File: src/rtl/sector_fifo_svc.sv
module sector_fifo_svc #(
  parameter int DEPTH = 16,
  parameter int DW    = 8,
  parameter int LENW  = 11,
  parameter int SECW  = 8,
  localparam int AW   = $clog2(DEPTH),
  localparam int CW   = AW + 1
) (
  input  logic            clk,
  input  logic            rst_n,
  input  logic            cfg_dma,
  input  logic            cfg_h2d,
  input  logic [AW-1:0]   cfg_thr_m1,
  input  logic [LENW-1:0] cfg_sec_len,
  input  logic [SECW-1:0] cfg_sec_num,
  input  logic            start,
  input  logic            host_rd,
  input  logic            host_wr,
  input  logic [DW-1:0]   host_wdata,
  output logic [DW-1:0]   host_rdata,
  input  logic            dma_ack,
  input  logic            tc,
  input  logic            dsk_put,
  input  logic [DW-1:0]   dsk_din,
  input  logic            dsk_take,
  output logic [DW-1:0]   dsk_dout,
  output logic            irq,
  output logic            rqm,
  output logic            drq,
  output logic            busy,
  output logic            result,
  output logic            st_abn,
  output logic            st_eot,
  output logic            st_ovr,
  output logic            st_unr
);
  localparam logic [CW-1:0] FULL = CW'(DEPTH);
  localparam logic [AW-1:0] LAST_PTR = AW'(DEPTH - 1);

  typedef enum logic [1:0] {PH_IDLE, PH_EXEC, PH_RES} phase_t;

  phase_t          ph;
  logic [DW-1:0]   mem [DEPTH];
  logic [AW-1:0]   wp, rp;
  logic [CW-1:0]   cnt;
  logic [LENW-1:0] hpos, dpos;
  logic [SECW-1:0] hsec, dsec;
  logic            hold, fp, tcs, hdone, ddone;

  wire exec  = (ph == PH_EXEC);
  wire empty = (cnt == '0);
  wire full  = (cnt == FULL);
  wire [CW-1:0]   thr    = {1'b0, cfg_thr_m1} + CW'(1);
  wire [LENW-1:0] len_m1 = cfg_sec_len - LENW'(1);
  wire [SECW-1:0] num_m1 = cfg_sec_num - SECW'(1);

  wire host_last = (hpos == len_m1) && (hsec == num_m1);
  wire dlb       = (dpos == len_m1);
  wire dls       = (dsec == num_m1);

  wire tc_hit    = exec & tc & (cfg_dma ? dma_ack : ~dma_ack);
  wire host_live = exec & ~tcs & ~hdone;
  wire h_rd      = host_live & ~cfg_h2d & host_rd & ~empty;
  wire h_wr      = host_live &  cfg_h2d & host_wr & ~full;
  wire h_xfer    = h_rd | h_wr;

  wire d_put  = exec & ~ddone & ~cfg_h2d & dsk_put;
  wire d_take = exec & ~ddone &  cfg_h2d & dsk_take;
  wire d_move = d_put | d_take;
  wire ovr_ev = d_put  & ~tcs & full;
  wire unr_ev = d_take & ~tcs & empty;
  wire d_push = d_put  & ~tcs & ~full;
  wire d_pop  = d_take & ~empty;
  wire d_fin  = d_move & dlb & (dls | tcs);

  wire push   = h_wr | d_push;
  wire pop    = h_rd | d_pop;
  wire finish = exec & (ovr_ev | unr_ev | (ddone & (empty | tcs)));

  wire rd_act = host_live & ~cfg_h2d & ~empty & ((cnt >= FULL - thr) | fp | hold);
  wire wr_act = host_live &  cfg_h2d & ~full  & (hold | (cnt <= thr));
  wire act    = rd_act | wr_act;

  assign irq        = ~cfg_dma & act;
  assign rqm        = ~cfg_dma & act;
  assign drq        =  cfg_dma & act & ~(dma_ack & host_last);
  assign busy       = exec;
  assign result     = (ph == PH_RES);
  assign host_rdata = mem[rp];
  assign dsk_dout   = empty ? '0 : mem[rp];

  always_ff @(posedge clk) begin
    if (push) mem[wp] <= cfg_h2d ? host_wdata : dsk_din;
  end

  always_ff @(posedge clk or negedge rst_n) begin
    if (!rst_n) begin
      ph <= PH_IDLE;
      wp <= '0; rp <= '0; cnt <= '0;
      hpos <= '0; hsec <= '0; dpos <= '0; dsec <= '0;
      hold <= 1'b0; fp <= 1'b0; tcs <= 1'b0; hdone <= 1'b0; ddone <= 1'b0;
      st_abn <= 1'b0; st_eot <= 1'b0; st_ovr <= 1'b0; st_unr <= 1'b0;
    end else if (!exec) begin
      if (start) begin
        ph <= PH_EXEC;
        wp <= '0; rp <= '0; cnt <= '0;
        hpos <= '0; hsec <= '0; dpos <= '0; dsec <= '0;
        hold <= cfg_h2d; fp <= 1'b0; tcs <= 1'b0; hdone <= 1'b0; ddone <= 1'b0;
        st_abn <= 1'b0; st_eot <= 1'b0; st_ovr <= 1'b0; st_unr <= 1'b0;
      end
    end else if (finish) begin
      ph <= PH_RES;
      wp <= '0; rp <= '0; cnt <= '0;
      hold <= 1'b0; fp <= 1'b0;
      st_ovr <= ovr_ev;
      st_unr <= unr_ev;
      st_eot <= ~ovr_ev & ~unr_ev & ~tcs;
      st_abn <= ovr_ev | unr_ev | ~tcs;
    end else begin
      if (push) wp <= (wp == LAST_PTR) ? '0 : wp + AW'(1);
      if (pop)  rp <= (rp == LAST_PTR) ? '0 : rp + AW'(1);
      cnt  <= cnt + CW'(push) - CW'(pop);
      hold <= act;
      if (d_push & dlb)                    fp <= 1'b1;
      else if (pop & ~push & (cnt == CW'(1))) fp <= 1'b0;
      tcs   <= tcs | tc_hit;
      hdone <= hdone | (h_xfer & host_last);
      ddone <= ddone | d_fin;
      if (h_xfer) begin
        if (hpos == len_m1) begin hpos <= '0; hsec <= hsec + SECW'(1); end
        else hpos <= hpos + LENW'(1);
      end
      if (d_move) begin
        if (dlb) begin dpos <= '0; dsec <= dsec + SECW'(1); end
        else dpos <= dpos + LENW'(1);
      end
    end
  end

  assert_no_overflow_R1: assert property (@(posedge clk) disable iff (!rst_n)
    cnt <= FULL);
  assert_rd_empty_quiet_R3: assert property (@(posedge clk) disable iff (!rst_n)
    (exec & ~cfg_h2d & empty) |-> ~(irq | drq));
  assert_wr_full_quiet_R4: assert property (@(posedge clk) disable iff (!rst_n)
    (exec & cfg_h2d & full) |-> ~(irq | drq));
  assert_tc_drop_R7: assert property (@(posedge clk) disable iff (!rst_n)
    tc_hit |=> ~(irq | rqm | drq));
  assert_result_empty_R8: assert property (@(posedge clk) disable iff (!rst_n)
    result |-> empty);
  assert_fault_abnormal_R10: assert property (@(posedge clk) disable iff (!rst_n)
    (result & (st_ovr | st_unr)) |-> st_abn);
endmodule

File: config.mk
export PLATFORM = sky130hd
export DESIGN_NAME = sector_fifo_svc
export DESIGN_NICKNAME = d
export VERILOG_FILES = /design/src/rtl/sector_fifo_svc.sv
export SDC_FILE = /design/constraint.sdc
export NUM_CORES = 1
export LEC_CHECK = 0
export BUFFER_PORTS_ARGS = -buffer_cell sky130_fd_sc_hd__buf_2
export CORE_ASPECT_RATIO = 2
export CORE_MARGIN = 8
export CORE_UTILIZATION = 45
export CTS_BUF_LIST = sky130_fd_sc_hd__clkbuf_16
export CTS_CLUSTER_DIAMETER = 40
export DETAILED_ROUTE_END_ITERATION = 6
export PLACE_DENSITY = 0.59
export SETUP_SLACK_MARGIN = 0.02
export SLEW_MARGIN = 20
export SYNTH_ARGS = -nofsm -noshare
export SYNTH_HDL_FRONTEND = slang
export SYNTH_SLANG_ARGS = --single-unit
File: constraint.sdc
create_clock -name clk -period 3.6 [get_ports clk]
set_clock_uncertainty 0.1 [all_clocks]
set_input_delay 0.36 -clock clk [delete_from_list [all_inputs] [get_ports clk]]
set_output_delay 0.36 -clock clk [all_outputs]
set_load 0.05 [all_outputs]
After elaboration in Yosys (flattened, before gate mapping)
Memories as Yosys holds them, arrays and structs flattened. Cells that the tools add are included.

Register bits: 62. Bits in latches: 0. Bits in writable memories: 128. Bits in read-only memories: 0. Input bits: 50. Logic and storage cells: 190. Memories: 1.

Memories: mem (depth 16, width 8, rd ports 1, clocked after memory_dff 0, wr ports 1, line 43) `logic [DW-1:0] mem [DEPTH];`.

Add/subtract/negate cells: 12. Multiply operators: 0. Divide/modulo/power cells: 0. Order comparisons: 2. Equal/unequal tests: 19. Shift-type cells: 0. Multiplexer cells: 60. Bitwise gates (word level): 67. Reduce and logical (&&, ||, !) cells: 12.

Operators with widths (count): $mux 11 (9); $mux 8 (11); $and 1x1->1 (39); $mux 4 (9); $mux 1 (25); $add 11x1->11 const B (2); $eq 11x11->1 (2); $add 8x1->8 const B (2); $eq 8x8->1 (2); $or 1x1->1 (16); $mux 5 (3); $not 1->1 (12); $sub 11x1->11 const B (1); $ne 2x1->1 const B (5); $reduce_and 2->1 (5); $add 4x1->4 const B (2); $eq 4x4->1 const B (2); $reduce_and 4->1 (2); $sub 8x1->8 const B (1); $mux 2 (3); $ne 3x1->1 const B (2); $reduce_and 3->1 (2); $add 4x1->5 const B (1); $add 5x1->5 (1); 13 further kinds (13).

Longest topological paths before layout
Word-level depth: 14. Depth in mapped cells: 15.

Least setup slack after synthesis
No wires, ideal clock.

Path type: input port to output port. Start: input cfg_sec_len[0]. End: output drq. Arrival: 3.102 ns. Setup slack: 0.038 ns. Stages on the path: 10. Path buffers: 1. Path through: inv_1 ha_1 or3b_1 buf_2 nor3_1 xnor3_1 o2111ai_2 or3_1 nor4_2 a211oi_1.

Word-level cells in the longest chain between the ends: 6.

Ends and longest elaborated chain: from (decl) (line 14) `input logic [LENW-1:0] cfg_sec_len,`; $sub 11x1->11 (line 54) `wire [LENW-1:0] len_m1 = cfg_sec_len - LENW'(1);`; $eq 11x11->1 (line 57) `wire host_last = (hpos == len_m1) && (hsec == num_m1);`; $logic_and 1x1->1 (line 57); $and 1x1->1 (line 86) `assign drq = cfg_dma & act & ~(dma_ack & host_last);`; $not 1->1 (line 86); $and 1x1->1 (line 86); to (decl) (line 29) `output logic drq,`.

Every way passes these cells.

Worst setup path in the final report
Same ends and word-level chain as after synthesis.

==> results.toml <==
[power_and_ir_drop]
peakVddDrop_mv = 0.598
combinationalPowerShare_pct = 40.4
p_int_uw = 4850
p_leak_uw = 0.00436
p_per_area_mw_per_mm2 = 738
clkPwrFrac_pct = 25.0
p_sw_uw = 3310
switching_share_pct = 40.6
seqPwrFrac_pct = 34.6

[floorplanning]
rows = 76
die_w_um = 120
core_area_mm2 = 0.0213
io_pins = 75
start_util_pct = 45.4
die_area_mm2 = 0.0267
die_h_um = 223

[setup_path]
cp_data_required_time_ps = 3140
reg2regPathDepth = 14
critPathKind = "in2out"
worstPathArrival_ps = 2980
path_max_fanout = 7
end_kind = "output port"
startpoint_type = "input pin"

[clock_network]
cts.sinks = 190
clk_pin_slew_ps = 70
root_buffer = "clkbuf_16"
cts_tree = "built"
post-cts-setup-buffer-count = 0
numCtsBuffers = 17
clock_latency_ps = 440
clock_path_buffers = 2
cts_max_level = 4

[yosys]
synth-seq-area-share_pct = 55.8
synthMuxAreaShare_pct = 8.36
yosys.area_share.adder_pct = 3.70
synthArstFlopShare_pct = 32.6
synthTopCellsByArea = "edfxtp_1 40%, dfrtp_1 16%, mux4_2 3.7%"
synth_nets = 846
synth_edf_count = 128
synth_top_area_cell = "edfxtp_1"
ys_warn_count = 0
yosys.area.top_type_share_pct = 39.8
synth_top_family_by_area = "simple AND/OR/NAND/NOR gates"
yosysMostFrequentCell = "edfxtp_1"
yosys.area_share.simple_pct = 12.8
synthTopCellsByCount = "128 x edfxtp_1, 66 x nand2_1, 62 x dfrtp_1"
synth_compound_area_share_pct = 8.14
synth_top_flop_cell = "edfxtp_1"
synth_cells = 768
yosysUniqueCellTypes = 63
syn-cell-area_mm2 = 0.00966
syn_avg_cell_area_um2 = 12.6
ys_seq_elements = 190
synth-xor-area-share_pct = 8.86

[cells_and_area]
antenna_cells = 0
fin_nets = 927
layout-drive-gt1-share_pct = 20.4
final_core_util_pct = 51.9
fillers = 1873
area_growth_pct = 14.5

[grt]
grt_pass1_vias = 6509
grt.overflow.total = 0
grt_max_degree = 39
track_usage_pct = 16.9
grt_pass1_wl_mm = 35.4
antenna_found_initial = 0

[sta]
drv_slew = 0
fin_ws_ps = 164
tightest_slew_ps = 721
rsz0062_at_grt = "no"
finalCriticalPeriod_ps = 3440
max_slew_margin_pct = 51.9
clock.fmax_ghz = 0.291
setup_tns_ps = 0
hold_viol_final = 0
setup_viol = 0
fin_crit_sh_pct = 95.4

[route]
viasPerCell = 5.60
vias = 6355
wl_mm = 21.7
drc = 0
avgRoutedWirePerCell_um = 19.2
drt_first_pass_iters = 5
ant_nets = 0
first_iter_violations = 379

[placement]
port_buffers = 74
pre_cts_ws_ps = 193
gp_congestion = 0.864
dp_hpwl_mm = 15.9

[worst_hold_path]
worst_hold_path_type = "in2reg"
holdPathStages = 3

[flow_run]
drv_cap = 0

[status]
outcome = "finished, final reports clean"
==> cell usage in the layout (no fill, tap or decap), types with 5 or more instances in the layout <==
| master | n |
|---|---|
| mux2_2 | 14 |
| o31ai_1 | 6 |
| nand3_1 | 22 |
| nor3_1 | 14 |
| o21a_1 | 5 |
| and4_1 | 9 |
| a31oi_1 | 6 |
| a21oi_1 | 27 |
| and3_1 | 18 |
| xnor3_1 | 10 |
| o21ai_0 | 32 |
| nand4_1 | 13 |
| buf_2 | 74 |
| mux4_2 | 16 |
| a22oi_1 | 9 |
| clkbuf_16 | 17 |
| edfxtp_1 | 128 |
| inv_1 | 21 |
| a221oi_1 | 9 |
| dfrtp_1 | 61 |
| buf_4 | 20 |
| xor2_1 | 35 |
| mux2i_1 | 29 |
| nor2_1 | 48 |
| xnor2_1 | 37 |
| ha_1 | 27 |
| nand2_1 | 66 |
| and2_1 | 10 |
==> flip-flops by register name, summed over array words and instances, names as in the netlist, 2 cells and up <==
register	flops
mem	128
dsec	8
cnt	5
hsec	8
wp	4
dpos	11
rp	4
hpos	11
ph	2
==> final timing paths <==
kind	from	to	slack (ps)
max in group asynchronous	rst_n	rp[0]	2080
min in group asynchronous	rst_n	dpos[7]	350
min	tc	tcs	130
max reg2reg	ddone	cnt[4]	360
min reg2reg	dsec[7]	dsec[7]	400
max	cfg_sec_len[0]	drq	160
==> power groups by stage <==
stage,combinational (uW),sequential [uW],clock [uW]
floorplan,2480,2780,0
finish,3300,2830,2040
CTS,3320,2830,2080
detailed placement,3310,2870,0
global placement,3270,2870,0
global route,3560,2860,2150
==> metal layers <==
layer | GRT usage, % | vias to the layer above | share of wire, %
li1 | - | 3019 | -
met1 | 22.1 | 3188 | 46
met2 | 27.6 | 125 | 49
met3 | 3.52 | 23 | 3.6
met4 | 5.39 | 0 | 1.6
met5 | 0 | - | 0
==> layout make-up <==
class | instances | area [um^2] | area share, %
flip-flops and latches | 190 | 5400 | 48.8
multi-input cells | 523 | 4050 | 36.6
repair buffers | 96 | 551 | 4.98
clock buffers | 17 | 425 | 3.85
well taps | 273 | 342 | 3.09
clock inverters | 15 | 219 | 1.98
inverters | 21 | 78.8 | 0.713
==> logic make-up (layout without fill, tap and decap cells) <==
| logic type | after synthesis | count (layout) |
|---|---|---|
| flip-flops | 190 | 190 |
| adder cells (fa/ha/maj) | 28 | 28 |
| multiplexers | 59 | 59 |
| XOR/XNOR | 82 | 82 |
| AO/OA/AOI/OAI | 118 | 118 |
| AND/OR/NAND/NOR | 236 | 236 |
| buffers and inverters | 55 | 149 |
==> metrics by stage <==
step / total power [uW] / hold slack, ps / instances / cell area (um^2)
final: 8160 / 131 / 1135 / 11100
after global routing: 8580 / 130 / 1135 / 11100
after CTS: 8230 / 116 / 1135 / 11100
after detailed placement: 6180 / 298 / 1102 / 10400
after global placement: 6140 / 295 / 1102 / 10400
after floorplan: 5260 / -35.6 / 768 / 9660
==> critical path: stages <==
cell and delay, ps:
buf_2 140, inv_1 60, ha_1 160, or3b_1 500, a311oi_1 320, o221a_2 240, o2111ai_2 140, or3_1 400
nor4_2 290, a211oi_1 130, buf_2 240
==> timing repair <==
item                                   4_1_cts  5_1_grt
resized for setup                            0        1
setup endpoints to repair                    0        1
endpoints found under the hold margin       24        0
hold buffers                                 1        0
(Power assumes the default switching activity.)
